--- config.mk ---
export PLATFORM = sky130hd
export DESIGN_NAME = ext_bus_sizer
export DESIGN_NICKNAME = d
export VERILOG_FILES = /design/src/rtl/bsz_pkg.sv /design/src/rtl/bsz_req_check.sv /design/src/rtl/bsz_lane_steer.sv /design/src/rtl/bsz_read_gather.sv /design/src/rtl/ext_bus_sizer.sv
export SDC_FILE = /design/constraint.sdc
export NUM_CORES = 1
export LEC_CHECK = 0
export ABC_CLOCK_PERIOD_IN_PS = 4200
export BUFFER_PORTS_ARGS = -buffer_cell sky130_fd_sc_hd__buf_2
export CORE_UTILIZATION = 57
export DETAILED_ROUTE_END_ITERATION = 16
export GPL_ROUTABILITY_DRIVEN = 0
export PLACE_DENSITY = 0.87
export REMOVE_ABC_BUFFERS = 1
export SKIP_CTS_REPAIR_TIMING = 1
export SYNTH_ARGS = -nofsm -noshare
export SYNTH_HDL_FRONTEND = slang
export SYNTH_SLANG_ARGS = --single-unit
--- constraint.sdc ---
create_clock -name clk -period 4.2 [get_ports clk]
set_clock_uncertainty 0.1 [all_clocks]
set_input_delay 1.05 -clock clk [delete_from_list [all_inputs] [get_ports clk]]
set_output_delay 1.05 -clock clk [all_outputs]
set_load 0.05 [all_outputs]
--- src/rtl/bsz_pkg.sv ---
package bsz_pkg;

  typedef enum logic [1:0] {
    SZ_BYTE = 2'd0,
    SZ_WORD = 2'd1,
    SZ_LONG = 2'd2,
    SZ_RSVD = 2'd3
  } xfer_size_t;

  typedef enum logic [1:0] {
    ST_IDLE   = 2'd0,
    ST_SETUP  = 2'd1,
    ST_STROBE = 2'd2,
    ST_RESP   = 2'd3
  } seq_state_t;

  // number of bytes moved by a request of the given size
  function automatic logic [2:0] size_bytes(input xfer_size_t sz);
    case (sz)
      SZ_BYTE: size_bytes = 3'd1;
      SZ_WORD: size_bytes = 3'd2;
      default: size_bytes = 3'd4;
    endcase
  endfunction

endpackage

--- src/rtl/bsz_req_check.sv ---
module bsz_req_check
  import bsz_pkg::*;
#(
  parameter int BEAT_W = 2
) (
  input  xfer_size_t        size,
  input  logic              addr_odd,
  input  logic              wide,
  output logic              legal,
  output logic [BEAT_W-1:0] last_beat
);

  logic [2:0] nbytes;

  always_comb begin
    nbytes = size_bytes(size);
    legal  = 1'b1;
    if (size == SZ_RSVD) legal = 1'b0;
    if ((size == SZ_WORD || size == SZ_LONG) && addr_odd) legal = 1'b0;
    if (!wide) begin
      last_beat = BEAT_W'(nbytes - 3'd1);
    end else if (size == SZ_LONG) begin
      last_beat = BEAT_W'(1);
    end else begin
      last_beat = '0;
    end
  end

endmodule

--- src/rtl/bsz_lane_steer.sv ---
module bsz_lane_steer
  import bsz_pkg::*;
#(
  parameter int LANE_W = 8,
  parameter int BEAT_W = 2
) (
  input  logic                clk,
  input  logic                rst_n,
  input  logic                wide,
  input  xfer_size_t          size,
  input  logic                base_odd,
  input  logic [BEAT_W-1:0]   beat,
  input  logic [4*LANE_W-1:0] wdata,
  output logic                hi_en,
  output logic                lo_en,
  output logic [2*LANE_W-1:0] dout
);

  localparam int BUS_W = 2 * LANE_W;

  logic [2:0]        nbytes;
  logic [1:0]        byte_idx;
  logic [LANE_W-1:0] narrow_byte;

  always_comb begin
    nbytes      = size_bytes(size);
    // most significant byte leaves first
    byte_idx    = 2'(nbytes - 3'd1 - 3'(beat));
    narrow_byte = wdata[byte_idx*LANE_W +: LANE_W];
    if (!wide) begin
      hi_en = 1'b1;
      lo_en = 1'b0;
      dout  = {narrow_byte, {LANE_W{1'b0}}};
    end else if (size == SZ_BYTE) begin
      hi_en = !base_odd;
      lo_en = base_odd;
      dout  = {wdata[LANE_W-1:0], wdata[LANE_W-1:0]};
    end else begin
      hi_en = 1'b1;
      lo_en = 1'b1;
      if (size == SZ_LONG && beat == '0) dout = wdata[4*LANE_W-1 -: BUS_W];
      else                               dout = wdata[BUS_W-1:0];
    end
  end


  narrow_upper_chk: assert property (@(posedge clk) disable iff (!rst_n)
    !wide |-> (hi_en && !lo_en));


  wide_byte_lane_chk: assert property (@(posedge clk) disable iff (!rst_n)
    (wide && size == SZ_BYTE) |-> ($countones({hi_en, lo_en}) == 1));

endmodule

--- src/rtl/bsz_read_gather.sv ---
module bsz_read_gather
  import bsz_pkg::*;
#(
  parameter int LANE_W = 8
) (
  input  logic                clk,
  input  logic                rst_n,
  input  logic                clear,
  input  logic                capture,
  input  logic                wide,
  input  xfer_size_t          size,
  input  logic                base_odd,
  input  logic [2*LANE_W-1:0] din,
  output logic [4*LANE_W-1:0] acc
);

  localparam int BUS_W  = 2 * LANE_W;
  localparam int DATA_W = 4 * LANE_W;

  logic [LANE_W-1:0] upper_lane;
  logic [LANE_W-1:0] lower_lane;

  assign upper_lane = din[BUS_W-1 -: LANE_W];
  assign lower_lane = din[LANE_W-1:0];

  always_ff @(posedge clk or negedge rst_n) begin
    if (!rst_n) begin
      acc <= '0;
    end else if (clear) begin
      acc <= '0;
    end else if (capture) begin
      if (!wide)
        acc <= {acc[DATA_W-LANE_W-1:0], upper_lane};
      else if (size == SZ_BYTE)
        acc <= {acc[DATA_W-LANE_W-1:0], (base_odd ? lower_lane : upper_lane)};
      else
        acc <= {acc[DATA_W-BUS_W-1:0], din};
    end
  end

endmodule

--- src/rtl/ext_bus_sizer.sv ---
module ext_bus_sizer
  import bsz_pkg::*;
#(
  parameter int ADDR_W = 24,
  parameter int AREA_W = 3,
  parameter int LANE_W = 8
) (
  input  logic                    clk,
  input  logic                    rst_n,
  input  logic [(1<<AREA_W)-1:0]  area_wide,
  input  logic                    req_valid,
  output logic                    req_ready,
  input  logic                    req_write,
  input  logic [1:0]              req_size,
  input  logic [ADDR_W-1:0]       req_addr,
  input  logic [4*LANE_W-1:0]     req_wdata,
  output logic                    rsp_valid,
  output logic                    rsp_err,
  output logic [4*LANE_W-1:0]     rsp_rdata,
  output logic [ADDR_W-1:0]       ext_addr,
  output logic                    ext_cyc,
  output logic                    ext_we,
  output logic                    ext_hi_en,
  output logic                    ext_lo_en,
  output logic [2*LANE_W-1:0]     ext_dout,
  input  logic [2*LANE_W-1:0]     ext_din
);

  localparam int DATA_W = 4 * LANE_W;
  localparam int BEAT_W = 2;

  seq_state_t        state_q;
  xfer_size_t        size_q;
  logic              wide_q, we_q, err_q;
  logic [ADDR_W-1:0] base_q;
  logic [DATA_W-1:0] wdata_q;
  logic [BEAT_W-1:0] beat_q, last_q;

  logic              accept, area_sel_wide, legal_d, strobe_ph;
  logic              lane_hi, lane_lo;
  logic [BEAT_W-1:0] last_d;
  logic [ADDR_W-1:0] step_off;

  assign req_ready     = (state_q == ST_IDLE);
  assign accept        = req_valid && req_ready;
  assign area_sel_wide = area_wide[req_addr[ADDR_W-1 -: AREA_W]];
  assign strobe_ph     = (state_q == ST_STROBE);

  bsz_req_check #(.BEAT_W(BEAT_W)) u_chk (
    .size      (xfer_size_t'(req_size)),
    .addr_odd  (req_addr[0]),
    .wide      (area_sel_wide),
    .legal     (legal_d),
    .last_beat (last_d)
  );

  always_ff @(posedge clk or negedge rst_n) begin
    if (!rst_n) begin
      state_q <= ST_IDLE;
      size_q  <= SZ_BYTE;
      wide_q  <= 1'b0;
      we_q    <= 1'b0;
      err_q   <= 1'b0;
      base_q  <= '0;
      wdata_q <= '0;
      beat_q  <= '0;
      last_q  <= '0;
    end else begin
      case (state_q)
        ST_IDLE: if (accept) begin
          size_q  <= xfer_size_t'(req_size);
          wide_q  <= area_sel_wide;
          we_q    <= req_write;
          base_q  <= req_addr;
          wdata_q <= req_wdata;
          beat_q  <= '0;
          last_q  <= last_d;
          err_q   <= !legal_d;
          state_q <= legal_d ? ST_SETUP : ST_RESP;
        end
        ST_SETUP: state_q <= ST_STROBE;
        ST_STROBE: begin
          if (beat_q == last_q) begin
            state_q <= ST_RESP;
          end else begin
            beat_q  <= beat_q + BEAT_W'(1);
            state_q <= ST_SETUP;
          end
        end
        default: state_q <= ST_IDLE;
      endcase
    end
  end

  // address step per cycle: bytes in a narrow area, words in a wide one
  assign step_off = wide_q ? ADDR_W'({beat_q, 1'b0}) : ADDR_W'(beat_q);
  assign ext_addr = base_q + step_off;
  assign ext_cyc  = (state_q == ST_SETUP) || strobe_ph;
  assign ext_we   = ext_cyc && we_q;

  bsz_lane_steer #(.LANE_W(LANE_W), .BEAT_W(BEAT_W)) u_steer (
    .clk      (clk),
    .rst_n    (rst_n),
    .wide     (wide_q),
    .size     (size_q),
    .base_odd (base_q[0]),
    .beat     (beat_q),
    .wdata    (wdata_q),
    .hi_en    (lane_hi),
    .lo_en    (lane_lo),
    .dout     (ext_dout)
  );

  assign ext_hi_en = strobe_ph && lane_hi;
  assign ext_lo_en = strobe_ph && lane_lo;

  bsz_read_gather #(.LANE_W(LANE_W)) u_gather (
    .clk      (clk),
    .rst_n    (rst_n),
    .clear    (accept),
    .capture  (strobe_ph && !we_q),
    .wide     (wide_q),
    .size     (size_q),
    .base_odd (base_q[0]),
    .din      (ext_din),
    .acc      (rsp_rdata)
  );

  assign rsp_valid = (state_q == ST_RESP);
  assign rsp_err   = rsp_valid && err_q;


  busy_not_ready_chk: assert property (@(posedge clk) disable iff (!rst_n)
    ext_cyc |-> !req_ready);


  single_done_chk: assert property (@(posedge clk) disable iff (!rst_n)
    rsp_valid |=> !rsp_valid);


  reject_quiet_chk: assert property (@(posedge clk) disable iff (!rst_n)
    rsp_err |-> (!ext_cyc && $past(!ext_cyc)));


  strobe_after_setup_chk: assert property (@(posedge clk) disable iff (!rst_n)
    (ext_hi_en || ext_lo_en) |-> (ext_cyc && $past(ext_cyc) && $stable(ext_addr)
                                  && !$past(ext_hi_en || ext_lo_en)));


  byte_zext_chk: assert property (@(posedge clk) disable iff (!rst_n)
    (rsp_valid && !rsp_err && !we_q && size_q == SZ_BYTE)
      |-> (rsp_rdata[DATA_W-1:LANE_W] == '0));

endmodule

# Word-level counts from Yosys, hierarchy flattened
# Cells that the tools add are included.
# word_totals
register_bits	99
romBits	0
mem_bits_rw	0
latchBits	0
n_memories	0
# op_classes
mul	0
magnitude_cmp	1
shift	1
bitwise_logic	0
n_reduce_logical	21
addsub	5
muxes	28
div_mod_pow	0
eq_ne	11
# ops
operator	count
32-bit 2-to-1 mux	4
16-bit 2-to-1 mux	3
32-bit by 6-bit variable part select with 8-bit output	1
24-bit by 3-bit adder with 24-bit output	1
2-bit 2-to-1 mux	6
2-bit case mux with 2 select lines	3
2-bit == test, second input constant	5
1-bit logical AND	8
2-bit zero test	4
1-bit 2-to-1 mux	8
8-bit 2-to-1 mux	1
2-bit by 1-bit == test with 1-bit output, second input constant	3
2-bit case mux with 3 select lines	1
3-bit by 4-bit < comparator with 1-bit output, second input constant	1
2-bit nonzero test	2
2-bit by 1-bit subtractor with 2-bit output, second input constant	2
1-bit binary-select mux with 3-bit select	1
1-bit zero test	3
3-bit 2-to-1 mux	1
3-bit AND reduction	1
2-bit by 1-bit adder with 2-bit output, second input constant	1
2-bit == test	1
1-bit logical OR	2
2-bit by 1-bit inequality test with 1-bit output, second input constant	1
3 further kinds	3

# Longest topological paths before layout
# logic_depth
word_depth	7
ltp_mapped	9
mapped_depth_nobuf	8

# Modules after synthesis
# From an unflattened synthesis, not the netlist that was laid out.
# unflattened
hier_cells	526
hier_area_um2	5622.9
# by_module_without_submodules
mod	seq_area_each_um2	cells_per_inst	area_each_um2	instances
ext_bus_sizer	1676.6	246	3241.9	1
bsz_read_gather	800.8	178	1564.0	1
bsz_lane_steer	0.0	93	744.5	1
bsz_req_check	0.0	9	72.6	1

# Worst setup path before layout
# Ideal clock, no wire load.
# synth_path
path_type	flip-flop to output port
from	register wide_q
to	output ext_addr[19]
required_ns	3.050
setup_slack_ns	0.322
arrival_ns	2.728
path_stages_with_launch	8
path_cell_list	dfrtp_1 clkbuf_1 o21ai_0 ha_1 a21o_1 a21oi_1 nor4_1 xor2_1
# synth_via
elab_chain_len	2
# synth_rtl
element	line_no	source
from (decl)	ext_bus_sizer.sv:34	logic wide_q, we_q, err_q;
from (signal assigned)	ext_bus_sizer.sv:72	wide_q <= area_sel_wide;
3-bit 2-to-1 mux	ext_bus_sizer.sv:96	assign step_off = wide_q ? ADDR_W'({beat_q, 1'b0}) : ADDR_W'(beat_q);
24-bit by 3-bit adder with 24-bit output	ext_bus_sizer.sv:97	assign ext_addr = base_q + step_off;
to (decl)	ext_bus_sizer.sv:20	output logic [ADDR_W-1:0] ext_addr,
# Every way passes these cells.

# Final worst setup path
# layout_path
from	register beat_q[1]
to	output ext_addr[19]
# layout_via
elab_chain_len	2
# layout_rtl
element	line_no	source
from (decl)	ext_bus_sizer.sv:37	logic [BEAT_W-1:0] beat_q, last_q;
from (signal assigned)	ext_bus_sizer.sv:86	beat_q <= beat_q + BEAT_W'(1);
3-bit 2-to-1 mux	ext_bus_sizer.sv:96	
24-bit by 3-bit adder with 24-bit output	ext_bus_sizer.sv:97	
# Every way passes these cells.

==> results.md <==
* Layout Nets at 829
* GRT overflow at 0
* Critical Path Sink: ext_addr[19]
* Placement Cell Area at between 0.006 and 0.007 mm2
* Worst-Skew Late Latency at between 300 and 400 ps
* Area of the multi-input gates at approximately 0.0031 mm2
* Worst min-delay path class: reg -> reg
* Sequential fraction of the synthesis area at 42.99%
* Die area at roughly 0.011 mm2
* XOR/XNOR Fraction of Synth Area at 4.364%
* Ratio of cells with drive above 1 in the final layout at 35.69%
* Crit end category: primary output
* Fmax at around 250 MHz
* Syn Inst Count at 577
* Maxcap violations at 0
* YS warnings at 0
* DRC at 0
* Largest net degree at the start of global routing at ~60
* Fin. max-slew vios at 0
* Reg2reg path depth at 5
* Via count at 5112
* Vias in the first global route at 5000
* Clock period minus worst slack at 3948 ps
* Synthesized area at slightly below 0.006 mm2
* IO Pins at between 150 and 200
* Row Count at 36
* Slowest stage delay, CP at around 560 ps
* Synth Area in Compound Gates at 11.40%
* Storage cell area at approximately 0.0025 mm2
* Setup_tns at 0 ps
* Max Root-Sink Buffers at 2
* Avg Inst Size Synth at 9.988 um2
* WL per Instance at 17.29 um
* FF-to-FF Start: state_q[1]
* RR Endpoint: u_gather.acc[5]
* CORE AREA at just under 0.01 mm2
* CTS tree: yes
* Flops & latches, synth at about 100
* Startpoint class of the critical path: flop
* Worst Max-Slew Pin Slew at roughly 890 ps
* Final Hold Vio Count at 0
* FFs w/ async S/R, synth at 100.0%
* # diodes at 0
* Largest cells by area after synthesis: dfrtp_1, mux2_2, mux2i_1, nand2_1, o21ai_0
* CTS buffer count at 9
* GRT Total Usage at slightly below 30%
* Slew Limit Headroom at between 40% and 50%
* Sequence of cells on the critical path: inv_1, o21ai_1, ha_1, a21o_1, a21oi_1, buf_4, nor4_1, xor2_1, buf_2
* CTS clk-pin slew, worst paths at 110 ps
* H-tree Lvls at 3
* Period Utilization, post-route at 94.00%
* Layout Utilization at 70.93%
* Status: finished clean
* Hpwl dp at 10560 um
* Drt first pass iters at 5
* Clk root buf: clkbuf_8
* Vias per Instance at ~5.9
* Count of input and output buffers at between 150 and 200
* Initial Util at between 50% and 60%
* Fill count at roughly 800
* Post-synth EDFFs at 0
* CTS sink cnt at 99
* Antenna violations before repair at 0
* Top cell type's share of synthesized area at 42.99%
* Endpoints failing setup at 0
* DRT iter0 DRCs at 257
* Largest family of logic cells by synthesized area: multiplexers
* Post-route cell area at 0.006933 mm2
* Die height at between 100 and 150 um
* Post-synth cell types at 42
* Critical path class: reg -> out
* CP max stage cell: dfrtp_1
* Post-DRT Antenna Nets at 0
* Worst Setup SP: beat_q[1]
* Simple-gate portion of the synthesized area at between 10% and 20%
* RSZ-0062 raised after global routing: no
* Total routed wirelength at around 15000 um
* Flop2flop setup slack at about 1600 ps
* Crit-path max FO at 10
* Layout area overhead at 20.30%
* Top_reg_cell synth: dfrtp_1
* Synth Area in Adders at ~3.2%
* Worst EP arrival at around 2800 ps
* Post-synthesis mux area share at between 10% and 20%
* First-pass GRT wire length at between 20000 and 25000 um
* CP Data Required Time at ~3000 ps
* Chip width at 102.6 um
* Cell taking the most area after synthesis: dfrtp_1
==> routing by layer <==
metal / vias up / part of all wire, % / track usage, %
li1: 2353 / - / -
met1: 2489 / 39 / 36.12
met2: 242 / 50 / 50.15
met3: 28 / 8.4 / 9.627
met4: 0 / 1.8 / 9.890
met5: - / 0 / 0
==> critical path: cells and delay by family (launching register included) <==
kind,cells,cell delay (ps)
buf+inv,3,640
flops,1,560
compound gates,3,410
simple gates,1,350
xor+xnor,1,230
fa+ha+maj,1,220
==> sequential cells by signal, indices dropped and copies added (netlist names) <==
register      count
we_q              1
state_q           2
wdata_q          32
err_q             1
u_gather.acc     32
last_q            2
beat_q            2
base_q           24
size_q            2
wide_q            1
==> synth_stat cells (9+ instances only) <==
cell type    n
clkbuf_1    16
nand2_1    105
buf_2       14
nor3b_1     18
nor3_1      14
dfrtp_1     99
xnor2_1     11
ha_1        13
xor2_1      14
a31oi_1     19
nor4_1       9
o21ai_0     48
mux2i_1     41
mux2_2      59
o31ai_1      9
==> layout by cell type (no fill, tap or decap), types with 9 or more instances in the layout <==
cell and n:
a31oi_1 19, ha_1 13, nor3b_1 18, nor3_1 14
mux2_2 59, nor4_1 9, dfrtp_1 99, nand2_1 104
buf_2 163, buf_4 15, clkbuf_8 9, xor2_1 14
mux2i_1 41, xnor2_1 11, o21ai_0 47
==> worst min path at each step <==
stage / from / endpoint / slack [ps] / cells after the start
6_report: u_gather.acc[25] / u_gather.acc[25] / 390 / 2
4_1_cts: u_gather.acc[25] / u_gather.acc[25] / 390 / 2
2_1_floorplan: last_q[1] / last_q[1] / 370 / 2
3_5_place_dp: u_gather.acc[25] / u_gather.acc[25] / 370 / 2
5_1_grt: u_gather.acc[26] / u_gather.acc[26] / 430 / 2
3_3_place_gp: u_gather.acc[26] / u_gather.acc[26] / 360 / 2
==> final cells by class <==
cell class                 count  area share [%]
clock buffer                   9           1.787
clock inverter                 7           1.227
inverter                       7          0.3790
multi-input combinational    434           45.08
sequential                    99           35.73
tap                          133           2.400
timing repair buffer         178           13.39
==> kinds of logic after synthesis <==
family	Yosys count
xor gates and xnor gates	27
AOI/OAI and AO/OA	108
buffers and inverters	44
DFF	99
and+or+nand+nor	183
muxes	102
adders and majority gates	14
==> through the flow <==
stage,instances,setup slack (ps),hold slack [ps]
4_1_cts,867,119.1,394.2
5_1_grt,867,4.317,428.8
3_5_place_dp,851,574.2,371.1
3_3_place_gp,851,662.6,360.3
2_1_floorplan,540,136.5,370.2
6_report,867,252.1,388.3
Power is not shown: default switching activity piles up to over one toggle a cycle in this logic, so the estimate is an artifact.
